File: src/rtl/prt_out_pkg.sv
package prt_out_pkg;

  typedef enum logic {
    PS_WAIT = 1'b0,
    PS_ANSWER = 1'b1
  } port_state_e;

  typedef struct packed {
    logic hit;
    logic wr;
    logic reg_sel;
  } bus_cmd_t;

endpackage

File: src/rtl/prt_addr_match.sv
module prt_addr_match #(
  parameter int ADDR_W = 16,
  parameter logic [ADDR_W-2:0] BASE_HI = '0
) (
  input  logic                   clk,
  input  logic                   rst_n,
  input  logic                   req,
  input  logic                   wr,
  input  logic [ADDR_W-1:0]      addr,
  output prt_out_pkg::bus_cmd_t  cmd_q
);
  import prt_out_pkg::*;

  localparam int HI_W = ADDR_W - 1;

  function automatic logic upper_hit(input logic [ADDR_W-1:0] a,
                                     input logic [HI_W-1:0] base);
    return a[ADDR_W-1:1] == base;
  endfunction

  bus_cmd_t cmd_d;

  always_comb begin
    cmd_d.hit     = req && upper_hit(addr, BASE_HI);
    cmd_d.wr      = wr;
    cmd_d.reg_sel = addr[0];
  end

  always_ff @(posedge clk) begin
    if (!rst_n) cmd_q <= '0;
    else        cmd_q <= cmd_d;
  end

  assert_no_stray_hit_R2: assert property (@(posedge clk) disable iff (!rst_n)
    cmd_q.hit |-> $past(req));

endmodule

File: src/rtl/prt_timing_fsm.sv
module prt_timing_fsm (
  input  logic clk,
  input  logic rst_n,
  input  logic hit_q,
  output logic go,
  output logic answering
);
  import prt_out_pkg::*;

  port_state_e state_q, state_d;
  logic        served_q;

  assign go = hit_q && (state_q == PS_WAIT) && !served_q;

  always_comb begin
    state_d = PS_WAIT;
    if (state_q == PS_WAIT && go) state_d = PS_ANSWER;
  end

  always_ff @(posedge clk) begin
    if (!rst_n) begin
      state_q  <= PS_WAIT;
      served_q <= 1'b0;
    end else begin
      state_q <= state_d;
      if (go)          served_q <= 1'b1;
      else if (!hit_q) served_q <= 1'b0;
    end
  end

  assign answering = (state_q == PS_ANSWER);

  assert_go_then_answer_R3: assert property (@(posedge clk) disable iff (!rst_n)
    go |=> answering);

  assert_answer_one_cycle_R3: assert property (@(posedge clk) disable iff (!rst_n)
    answering |=> !answering);

  assert_held_no_retrigger_R4: assert property (@(posedge clk) disable iff (!rst_n)
    (answering && hit_q) |=> !go);

endmodule

File: src/rtl/prt_data_path.sv
module prt_data_path #(
  parameter int DATA_W = 8,
  parameter int FLAG_BIT = 1
) (
  input  logic              clk,
  input  logic              rst_n,
  input  logic              go,
  input  logic              wr_q,
  input  logic              reg_sel_q,
  input  logic [DATA_W-1:0] wdata,
  input  logic              prn_idle,
  output logic [DATA_W-1:0] prn_data,
  output logic              prn_valid,
  output logic [DATA_W-1:0] rdata,
  output logic              ready_flag
);

  function automatic logic [DATA_W-1:0] status_word(input logic flag);
    logic [DATA_W-1:0] w;
    w = '0;
    w[FLAG_BIT] = flag;
    return w;
  endfunction

  logic load;
  logic rd_go;

  assign load  = go && wr_q && !reg_sel_q;
  assign rd_go = go && !wr_q;

  always_ff @(posedge clk) begin
    if (!rst_n) begin
      prn_data   <= '0;
      prn_valid  <= 1'b0;
      ready_flag <= 1'b0;
      rdata      <= '0;
    end else begin
      prn_valid <= load;
      if (load) prn_data <= wdata;
      if (load)          ready_flag <= 1'b0;
      else if (prn_idle) ready_flag <= 1'b1;
      if (rd_go) rdata <= reg_sel_q ? status_word(ready_flag) : prn_data;
      else       rdata <= '0;
    end
  end

  assert_load_clears_flag_R7: assert property (@(posedge clk) disable iff (!rst_n)
    prn_valid |-> !ready_flag);

  assert_data_held_R11: assert property (@(posedge clk) disable iff (!rst_n)
    !$past(load) |-> $stable(prn_data));

endmodule

File: src/rtl/prt_out_port.sv
module prt_out_port #(
  parameter int ADDR_W = 16,
  parameter int DATA_W = 8,
  parameter int FLAG_BIT = 1,
  parameter logic [ADDR_W-2:0] BASE_HI = 15'h4800
) (
  input  logic              clk,
  input  logic              rst_n,
  input  logic              bus_req,
  input  logic              bus_wr,
  input  logic [ADDR_W-1:0] bus_addr,
  input  logic [DATA_W-1:0] bus_wdata,
  output logic [DATA_W-1:0] bus_rdata,
  output logic              slave_rdy,
  output logic [DATA_W-1:0] prn_data,
  output logic              prn_valid,
  input  logic              prn_idle
);
  import prt_out_pkg::*;

  bus_cmd_t cmd_q;
  logic     go;
  logic     answering;
  logic     ready_flag;

  prt_addr_match #(.ADDR_W(ADDR_W), .BASE_HI(BASE_HI)) u_match (
    .clk   (clk),
    .rst_n (rst_n),
    .req   (bus_req),
    .wr    (bus_wr),
    .addr  (bus_addr),
    .cmd_q (cmd_q)
  );

  prt_timing_fsm u_fsm (
    .clk       (clk),
    .rst_n     (rst_n),
    .hit_q     (cmd_q.hit),
    .go        (go),
    .answering (answering)
  );

  prt_data_path #(.DATA_W(DATA_W), .FLAG_BIT(FLAG_BIT)) u_dp (
    .clk        (clk),
    .rst_n      (rst_n),
    .go         (go),
    .wr_q       (cmd_q.wr),
    .reg_sel_q  (cmd_q.reg_sel),
    .wdata      (bus_wdata),
    .prn_idle   (prn_idle),
    .prn_data   (prn_data),
    .prn_valid  (prn_valid),
    .rdata      (bus_rdata),
    .ready_flag (ready_flag)
  );

  assign slave_rdy = answering;

  assert_rdata_quiet_R10: assert property (@(posedge clk) disable iff (!rst_n)
    !slave_rdy |-> (bus_rdata == '0));

  assert_valid_in_ack_R6: assert property (@(posedge clk) disable iff (!rst_n)
    prn_valid |-> slave_rdy);

  assert_go_needs_hit_R2: assert property (@(posedge clk) disable iff (!rst_n)
    go |-> cmd_q.hit);

endmodule

File: config.mk
export PLATFORM = sky130hd
export DESIGN_NAME = prt_out_port
export DESIGN_NICKNAME = d
export VERILOG_FILES = /design/src/rtl/prt_out_pkg.sv /design/src/rtl/prt_addr_match.sv /design/src/rtl/prt_timing_fsm.sv /design/src/rtl/prt_data_path.sv /design/src/rtl/prt_out_port.sv
export SDC_FILE = /design/constraint.sdc
export NUM_CORES = 1
export LEC_CHECK = 0
export ABC_AREA = 1
export ABC_CLOCK_PERIOD_IN_PS = 1420
export BUFFER_PORTS_ARGS = -buffer_cell sky130_fd_sc_hd__clkbuf_2
export CAP_MARGIN = 0
export CORE_MARGIN = 1.5
export CORE_UTILIZATION = 30
export DETAILED_ROUTE_END_ITERATION = 6
export GPL_TIMING_DRIVEN = 1
export PLACE_DENSITY = 0.64
export SETUP_SLACK_MARGIN = 0.4
export SLEW_MARGIN = 40
export SYNTH_ARGS = -nofsm -noshare
export SYNTH_HDL_FRONTEND = slang
export SYNTH_HIERARCHICAL = 1
export SYNTH_SLANG_ARGS = --single-unit
File: constraint.sdc
create_clock -name clk -period 1.42 [get_ports clk]
set_input_delay 0.213 -clock clk [delete_from_list [all_inputs] [get_ports clk]]
set_output_delay 0.213 -clock clk [all_outputs]
set_load 0.005 [all_outputs]
==> key figures, run 1 <==
Global routing
  – Overflow after GRT: 0
  – Vias in the first global route: 774
  – Initial antenna violation count: 0
  – First-pass GRT wire length: 3.06 mm
  – GR Layer Usage met2: 21.8%
  – Most Used Layer, Global Route: met2
  – Gr usage total: 12.2%
  – GR Util met3: 3.46%
  – GR Util met1: 13.4%
  – Pin count of the biggest net entering global routing: 18

Clock network
  – # H-tree levels: 1
  – Post-CTS Hold Buffers: 0
  – Sink Count: 23
  – CTS tree: built
  – Worst-case clock buffer depth: 2
  – Root Buffer: clkbuf_4
  – Worst-path clk slew: 0.12 ns
  – Worst-skew pair later-pin latency: 0.30 ns
  – TritonCTS Buffers: 3

Logic synthesis
  – Share of the synthesized area in the top cell type: 54.1%
  – Top cells by area, synth: dfxtp_1 54%, nand3_1 11%, inv_1 9.7%
  – Sequential fraction of the synthesis area: 54.1%
  – Distinct cells, synth: 13
  – Top cells by count, synth: 23 x dfxtp_1, 22 x inv_1, 22 x nand2_1
  – Mapped Avg Cell Area: 7.67 um2
  – Count leader, synth: dfxtp_1
  – EDFF count, synth: 0
  – Syn nets: 140
  – Mapped Area: 851 um2
  – Ys async rst share: 0%
  – Synthesized flop and latch total: 23
  – Area leader, netlist: dfxtp_1
  – Top_reg_cell synth: dfxtp_1
  – Post-Syn Instances: 111
  – Synth warnings: 6

Timing
  – Slew Limit Fails: 0
  – Max_slew headroom: 81.5%
  – Hold_ws: 0.0852 ns
  – Fin Setup TNS: 0 ns
  – Hold Fails Final Rpt: 0
  – Final min period: 1.05 ns
  – Final Skew: 0.00581 ns
  – Setup repair after global routing missed its margin: true
  – Slew of the pin with the lowest slew margin: 0.276 ns
  – Period utilization: 74.1%
  – Final Setup Violations: 0
  – F_max: 0.951 GHz
  – Setup ws final: 0.368 ns

Die
  – Cell row count: 19
  – Core area: 2730 um2
  – Die ar.: 3160 um2
  – Num ports: 47
  – Die X-Extent: 56.3 um
  – Die H: 56.3 um
  – Initial core utilization: 31.1%

Placed design
  – I/O Buffers: 46
  – GP Congestion: 0.672
  – DP Worst Slack: 0.324 ns
  – DP Wirelength: 1.40 mm

Cells and area
  – Ant. Diodes: 0
  – Reg area: 473 um2
  – Share of cells above drive strength 1: 52.1%
  – # nets final: 199
  – Multi-input gate area: 384 um2
  – Filler cell count: 263
  – Area delta synth->final: 53.4%

Setup path
  – CP top delay family: flip-flops
  – Worst setup path category: flip-flop to flip-flop
  – CP max-delay cell: dfxtp_2
  – Crit. End Element: flip-flop
  – WP buf/inv: 3
  – Req. time, crit path: 1.63 ns
  – Critical Path Source Type: flip-flop
  – Max incr delay on CP: 0.35 ns
  – Crit-path max FO: 5
  – Worst path arrival time: 1.26 ns
  – Crit path top cell by count: nand3_4
  – CP Cell Sequence: inv_2 > nand3_4 > inv_4 > buf_6 > nand3_4 > nand3_2 > nand2_2

Power and ir drop
  – Pleak: 0.673 nW
  – Max IR drop VDD: 0.000523 V
  – Switch share: 22.0%
  – Design Power: 1.02 mW
  – Comb pwr share: 7.1%
  – Clock network power share: 28.3%
  – Internal: 0.797 mW
  – Seq pwr share: 64.5%
  – Pwr Density: 783 nW/um2
  – P_sw: 0.225 mW

Job
  – Max-Cap Viols: 0

Drt
  – Routed WL: 2.05 mm
  – DRT iter0 DRCs: 9
  – Remaining antenna violation count: 0
  – DR vias/cell: 4.36
  – First drt pass iteration count: 4
  – Wire per inst: 10.2 um
  – Remaining routing DRC violations: 0
  – Vias: 872

Status
  – Outcome: complete, no violations

Min path
  – HP Class: input pin to flip-flop
-- path summary, 6_finish.rpt --
kind,startpoint,to,slack (ns),cells after the start
max reg2reg,u_fsm/answering$_SDFF_PN0_,u_dp/prn_data[1]$_SDFFE_PN0P_,0.37,7
max,u_fsm/answering$_SDFF_PN0_,u_dp/prn_data[1]$_SDFFE_PN0P_,0.37,7
min reg2reg,u_dp/prn_data[0]$_SDFFE_PN0P_,u_dp/rdata[0]$_SDFF_PP0_,0.45,2
min,bus_wr,u_match/cmd_q[1]$_SDFF_PN0_,0.09,3
-- power groups by stage --
stage	Sequential (mW)	Clock [mW]	Combinational (mW)
floorplan	0.668	0	0.0259
global placement	0.669	0	0.0665
detailed placement	0.669	0	0.0691
CTS	0.658	0.301	0.0710
global route	0.660	0.339	0.0827
finish	0.659	0.290	0.0730
-- tightest hold or removal path: stages --
cell and delay (ns):
clkbuf_2 0.08, nand2_1 0.04, inv_1 0.04
-- area by class of cell --
cell class              instances  share of cell area (%)
flip-flops and latches         23                    36.2
repair buffers                 54                    22.8
well taps                      31                    2.97
multi-input cells              66                    29.4
inverters                      22                    6.52
clock buffers                   4                    2.01
-- metrics by stage --
step / util (%) / instance area (um2) / cells
after floorplan: - / 851 / 111
after global placement: 40.8 / 1110 / 187
after detailed placement: 40.8 / 1110 / 187
after CTS: 44.2 / 1210 / 196
after global routing: 47.7 / 1310 / 200
final: 47.7 / 1310 / 200
-- layer usage --
metal  vias up  part of all wire (%)
met3         0                   9.2
met5         -                     0
met4         0                     0
met2        42                    48
met1       376                    43
li1        454                     -
-- state kept, by name (all words and copies together) (netlist names) --
| register | count |
|---|---|
| u_dp/prn_valid | 1 |
| u_dp/rdata | 8 |
| u_dp/prn_data | 8 |
| u_match/cmd_q | 3 |
| u_dp/ready_flag | 1 |
| u_fsm/answering | 1 |
| u_fsm/served_q | 1 |
-- placed cells by master (no fill, tap or decap), types with 4 or more instances in the layout --
master	instances
buf_4	6
clkbuf_2	46
dfxtp_1	13
dfxtp_2	10
inv_1	18
nand2_1	19
nand3_1	14
nand3_2	4
nor2_1	14
-- cell families after synthesis --
logic type	share of synthesized area [%]
AND/OR/NAND/NOR	34.1
AO/OA/AOI/OAI	0.588
flip-flops	54.1
buffers and inverters	11.2
-- repair_timing --
item                       CTS  global route
setup endpoints to repair   20            26
pin swaps                    4             5
resized for setup           12            20
buffers inserted             3             4
gates cloned                 2             0
Power figures use the tool's default switching activity.
==> inputs of run 2 (changes only) <==
Settings changed: ABC_AREA 1 to 0, ABC_CLOCK_PERIOD_IN_PS 1420 to 1100.
Clock period 1.42 ns to 1.1 ns, I/O delays scaled along.
==> run 2 against run 1 <==
  * The run now ends with setup timing left
  * First-iteration DRC count decreased by 33%
  * Power up 28%
  * Critical path depth shrank 3
  * Routed wire length fell by 7.4%
  * Worst setup slack got worse by 0.44 ns
  * Register-to-register slack got worse by 0.44 ns
  * Combinational power up 22%
  * Area after synthesis fell by 2.1%
  * Die area shrank 1.9%
  * Synthesized cell count shrank 29%
  * Core utilization increased by 1.9 points
  * Clock skew rose by 0.0048 ns
  * Critical path type unchanged
  * Highest routed layer is now met4
==> key figures, run 2 <==
Job
  – Max-Cap Viols: 0 (unchanged)

Logic synthesis
  – Synthesized flop and latch total: 23 (unchanged)
  – Distinct cells, synth: 20 (was 13)
  – Top cells by area, synth: dfxtp_1 55%, mux2i_1 11%, nand2_1 8.6% (was dfxtp_1 54%, nand3_1 11%, inv_1 9.7%)
  – Mapped Avg Cell Area: 10.5 um2 (was 7.67 um2)
  – Top cells by count, synth: 23 x dfxtp_1, 19 x nand2_1, 10 x and2_1 (was 23 x dfxtp_1, 22 x inv_1, 22 x nand2_1)
  – EDFF count, synth: 0 (unchanged)
  – Top_reg_cell synth: dfxtp_1 (unchanged)
  – Post-Syn Instances: 79 (was 111)
  – Share of the synthesized area in the top cell type: 55.3% (was 54.1%)
  – Syn nets: 108 (was 140)
  – Synth warnings: 6 (unchanged)
  – Mapped Area: 833 um2 (was 851 um2)
  – Count leader, synth: dfxtp_1 (unchanged)
  – Ys async rst share: 0% (unchanged)
  – Area leader, netlist: dfxtp_1 (unchanged)
  – Sequential fraction of the synthesis area: 55.3% (was 54.1%)

Cells and area
  – # nets final: 168 (was 199)
  – Finished Core Util: 49.7% (was 47.7%)
  – Share of cells above drive strength 1: 65.9% (was 52.1%)
  – Commonest non-fill, non-tap cells in the layout: 44 x clkbuf_2, 18 x nand2_1, 16 x dfxtp_2, 10 x buf_4, 9 x mux2i_1 (was 46 x clkbuf_2, 19 x nand2_1, 18 x inv_1, 14 x nor2_1, 14 x nand3_1)
  – Top flop regs: u_dp/prn_data: 8 flops, u_dp/rdata: 8 flops, u_match/cmd_q: 3 flops (unchanged)
  – Area delta synth->final: 51.7% (was 53.4%)
  – Commonest non-fill, non-tap cell in the layout: clkbuf_2 (unchanged)
  – Ant. Diodes: 0 (unchanged)

Timing
  – Setup ws final: -0.0755 ns (was 0.368 ns)
  – Final min period: 1.18 ns (was 1.05 ns)
  – Slew of the pin with the lowest slew margin: 0.250 ns (was 0.276 ns)
  – Period utilization: 107% (was 74.1%)
  – Final Setup Violations: 15 (was 0)
  – Hold Fails Final Rpt: 0 (unchanged)
  – Max_slew headroom: 83.4% (was 81.5%)
  – Final Skew: 0.0106 ns (was 0.00581 ns)
  – Slew Limit Fails: 0 (unchanged)
  – F_max: 0.851 GHz (was 0.951 GHz)
  – Setup repair after global routing missed its margin: true (unchanged)

Drt
  – Routed WL: 1.89 mm (was 2.05 mm)
  – DRT iter0 DRCs: 6 (was 9)
  – Vias: 760 (was 872)
  – Remaining routing DRC violations: 0 (unchanged)
  – Remaining antenna violation count: 0 (unchanged)
  – DR vias/cell: 4.52 (was 4.36)
  – First drt pass iteration count: 2 (was 4)
  – Wire per inst: 11.3 um (was 10.2 um)

Power and ir drop
  – Pwr Density: 1040 nW/um2 (was 783 nW/um2)
  – Pleak: 0.597 nW (was 0.673 nW)
  – Max IR drop VDD: 0.000849 V (was 0.000523 V)

Placed design
  – GP Congestion: 0.704 (was 0.672)
  – I/O Buffers: 46 (unchanged)
  – DP Worst Slack: -0.0370 ns (was 0.324 ns)
  – DP Wirelength: 1.39 mm (was 1.40 mm)

Global routing
  – First-pass GRT wire length: 3.16 mm (was 3.06 mm)
  – Gr usage total: 12.8% (was 12.2%)
  – Initial antenna violation count: 0 (unchanged)
  – Pin count of the biggest net entering global routing: 15 (was 18)
  – Overflow after GRT: 0 (unchanged)
  – Vias in the first global route: 752 (was 774)

Die
  – Die H: 55.7 um (was 56.3 um)
  – Core area: 2540 um2 (was 2730 um2)
  – Die ar.: 3100 um2 (was 3160 um2)
  – Die X-Extent: 55.7 um (was 56.3 um)
  – Cell row count: 18 (was 19)
  – Num ports: 47 (unchanged)
  – Initial core utilization: 32.7% (was 31.1%)

Clock network
  – # H-tree levels: 1 (unchanged)
  – Worst-skew pair later-pin latency: 0.31 ns (was 0.30 ns)
  – CTS tree: built (unchanged)
  – Sink Count: 23 (unchanged)
  – Root Buffer: clkbuf_4 (unchanged)
  – Worst-path clk slew: 0.11 ns (was 0.12 ns)
  – TritonCTS Buffers: 3 (unchanged)
  – Worst-case clock buffer depth: 2 (unchanged)

Setup path
  – Worst setup path category: flip-flop to flip-flop (unchanged)
  – Crit-path max FO: 4 (was 5)
  – WP buf/inv: 1 (was 3)
  – Crit. End Element: flip-flop (unchanged)
  – CP max-delay cell: dfxtp_2 (unchanged)
  – Critical Path Source Type: flip-flop (unchanged)
  – CP top delay family: simple AND/OR/NAND/NOR gates (was flip-flops)
  – Req. time, crit path: 1.34 ns (was 1.63 ns)
  – CP Cell Sequence: nor3b_4 > and3b_1 > buf_4 > mux2i_1 (was inv_2 > nand3_4 > inv_4 > buf_6 > nand3_4 > nand3_2 > nand2_2)
  – Worst path arrival time: 1.41 ns (was 1.26 ns)
  – Max incr delay on CP: 0.35 ns (about the same)

Min path
  – HP Class: input pin to flip-flop (unchanged)

Status
  – Outcome: finished with violations (was complete, no violations)
  – Failing checks: setup timing
## run 2: cell types whose count changed after synthesis, moves of 2 or more
cell     before  now
mux2i_1       0    9
nand3_2       2    0
nor2_2        3    0
nor2_1       15    2
nand2_1      22   19
and2_1        0   10
nand3_1      18    0
inv_1        22    1
nor4_2        0    2
## run 2: worst reg2reg max path: stages, from the launching register on
cell,delay [ns]
dfxtp_2,0.35
nor3b_4,0.21
and3b_1,0.22
buf_4,0.16
mux2i_1,0.17
## run 2: metal layers
metal	share of wire, %	GRT usage, %
met1	39	13.7
met2	49	23.0
met3	12	4.88
met4	0.63	4.18
met5	0	0
## run 2: cells by family (layout without fill, tap and decap cells)
logic type	count (synthesis)	after routing	synth area share [%]
and+or+nand+nor	41	41	29.4
DFF	23	23	55.3
muxes	9	9	10.8
buffers and inverters	4	63	3.30
AOI/OAI and AO/OA	2	2	1.20
## run 2: timing repair
item / in CTS / in global routing
gates cloned: 0 / 0
setup endpoints to repair: 37 / 38
pin swaps: 2 / 4
endpoints found under the hold margin: 1 / 1
setup buffers: 6 / 1
gates resized for setup: 11 / 17
## run 2: final timing paths
kind                                   end  depth (start not counted)                         from  slack [ns]
max          u_dp/prn_data[5]$_SDFFE_PN0P_                          4  u_fsm/served_q$_SDFFE_PN0P_       -0.08
min            u_match/cmd_q[2]$_SDFF_PN0_                          2                  bus_addr[4]       0.008
max reg2reg  u_dp/prn_data[5]$_SDFFE_PN0P_                          4  u_fsm/served_q$_SDFFE_PN0P_       -0.08
min reg2reg    u_fsm/served_q$_SDFFE_PN0P_                          2  u_match/cmd_q[2]$_SDFF_PN0_        0.45
## run 2: area by class of cell
type	instances	area, um2
clock inverter	1	5.00
fill	256	1280
multi-input combinational	52	380
timing repair buffer	58	334
inverter	1	3.75
clock buffer	3	22.5
tap	30	37.5
sequential	23	480
## run 2: report_power, final
| part | total [mW] | switching (mW) | leakage [nW] | internal, mW |
|---|---|---|---|---|
| registers | 0.844 | 0.00519 | 0.194 | 0.838 |
| clock network | 0.381 | 0.245 | 0.0177 | 0.136 |
| logic | 0.0887 | 0.0375 | 0.385 | 0.0512 |
## run 2: metrics by stage
step | power, mW | setup TNS, ns | instance area, um2 | hold slack (ns) | instances
6_report | 1.31 | -0.715 | 1260 | 0.00806 | 168
3_5_place_dp | 0.950 | -0.257 | 1120 | 0.338 | 157
2_1_floorplan | 0.892 | 0 | 835 | 0.234 | 79
4_1_cts | 1.33 | -0.573 | 1210 | -0.00136 | 167
3_3_place_gp | 0.947 | 0 | 1120 | 0.338 | 157
5_1_grt | 1.38 | -1.41 | 1260 | -0.00312 | 168
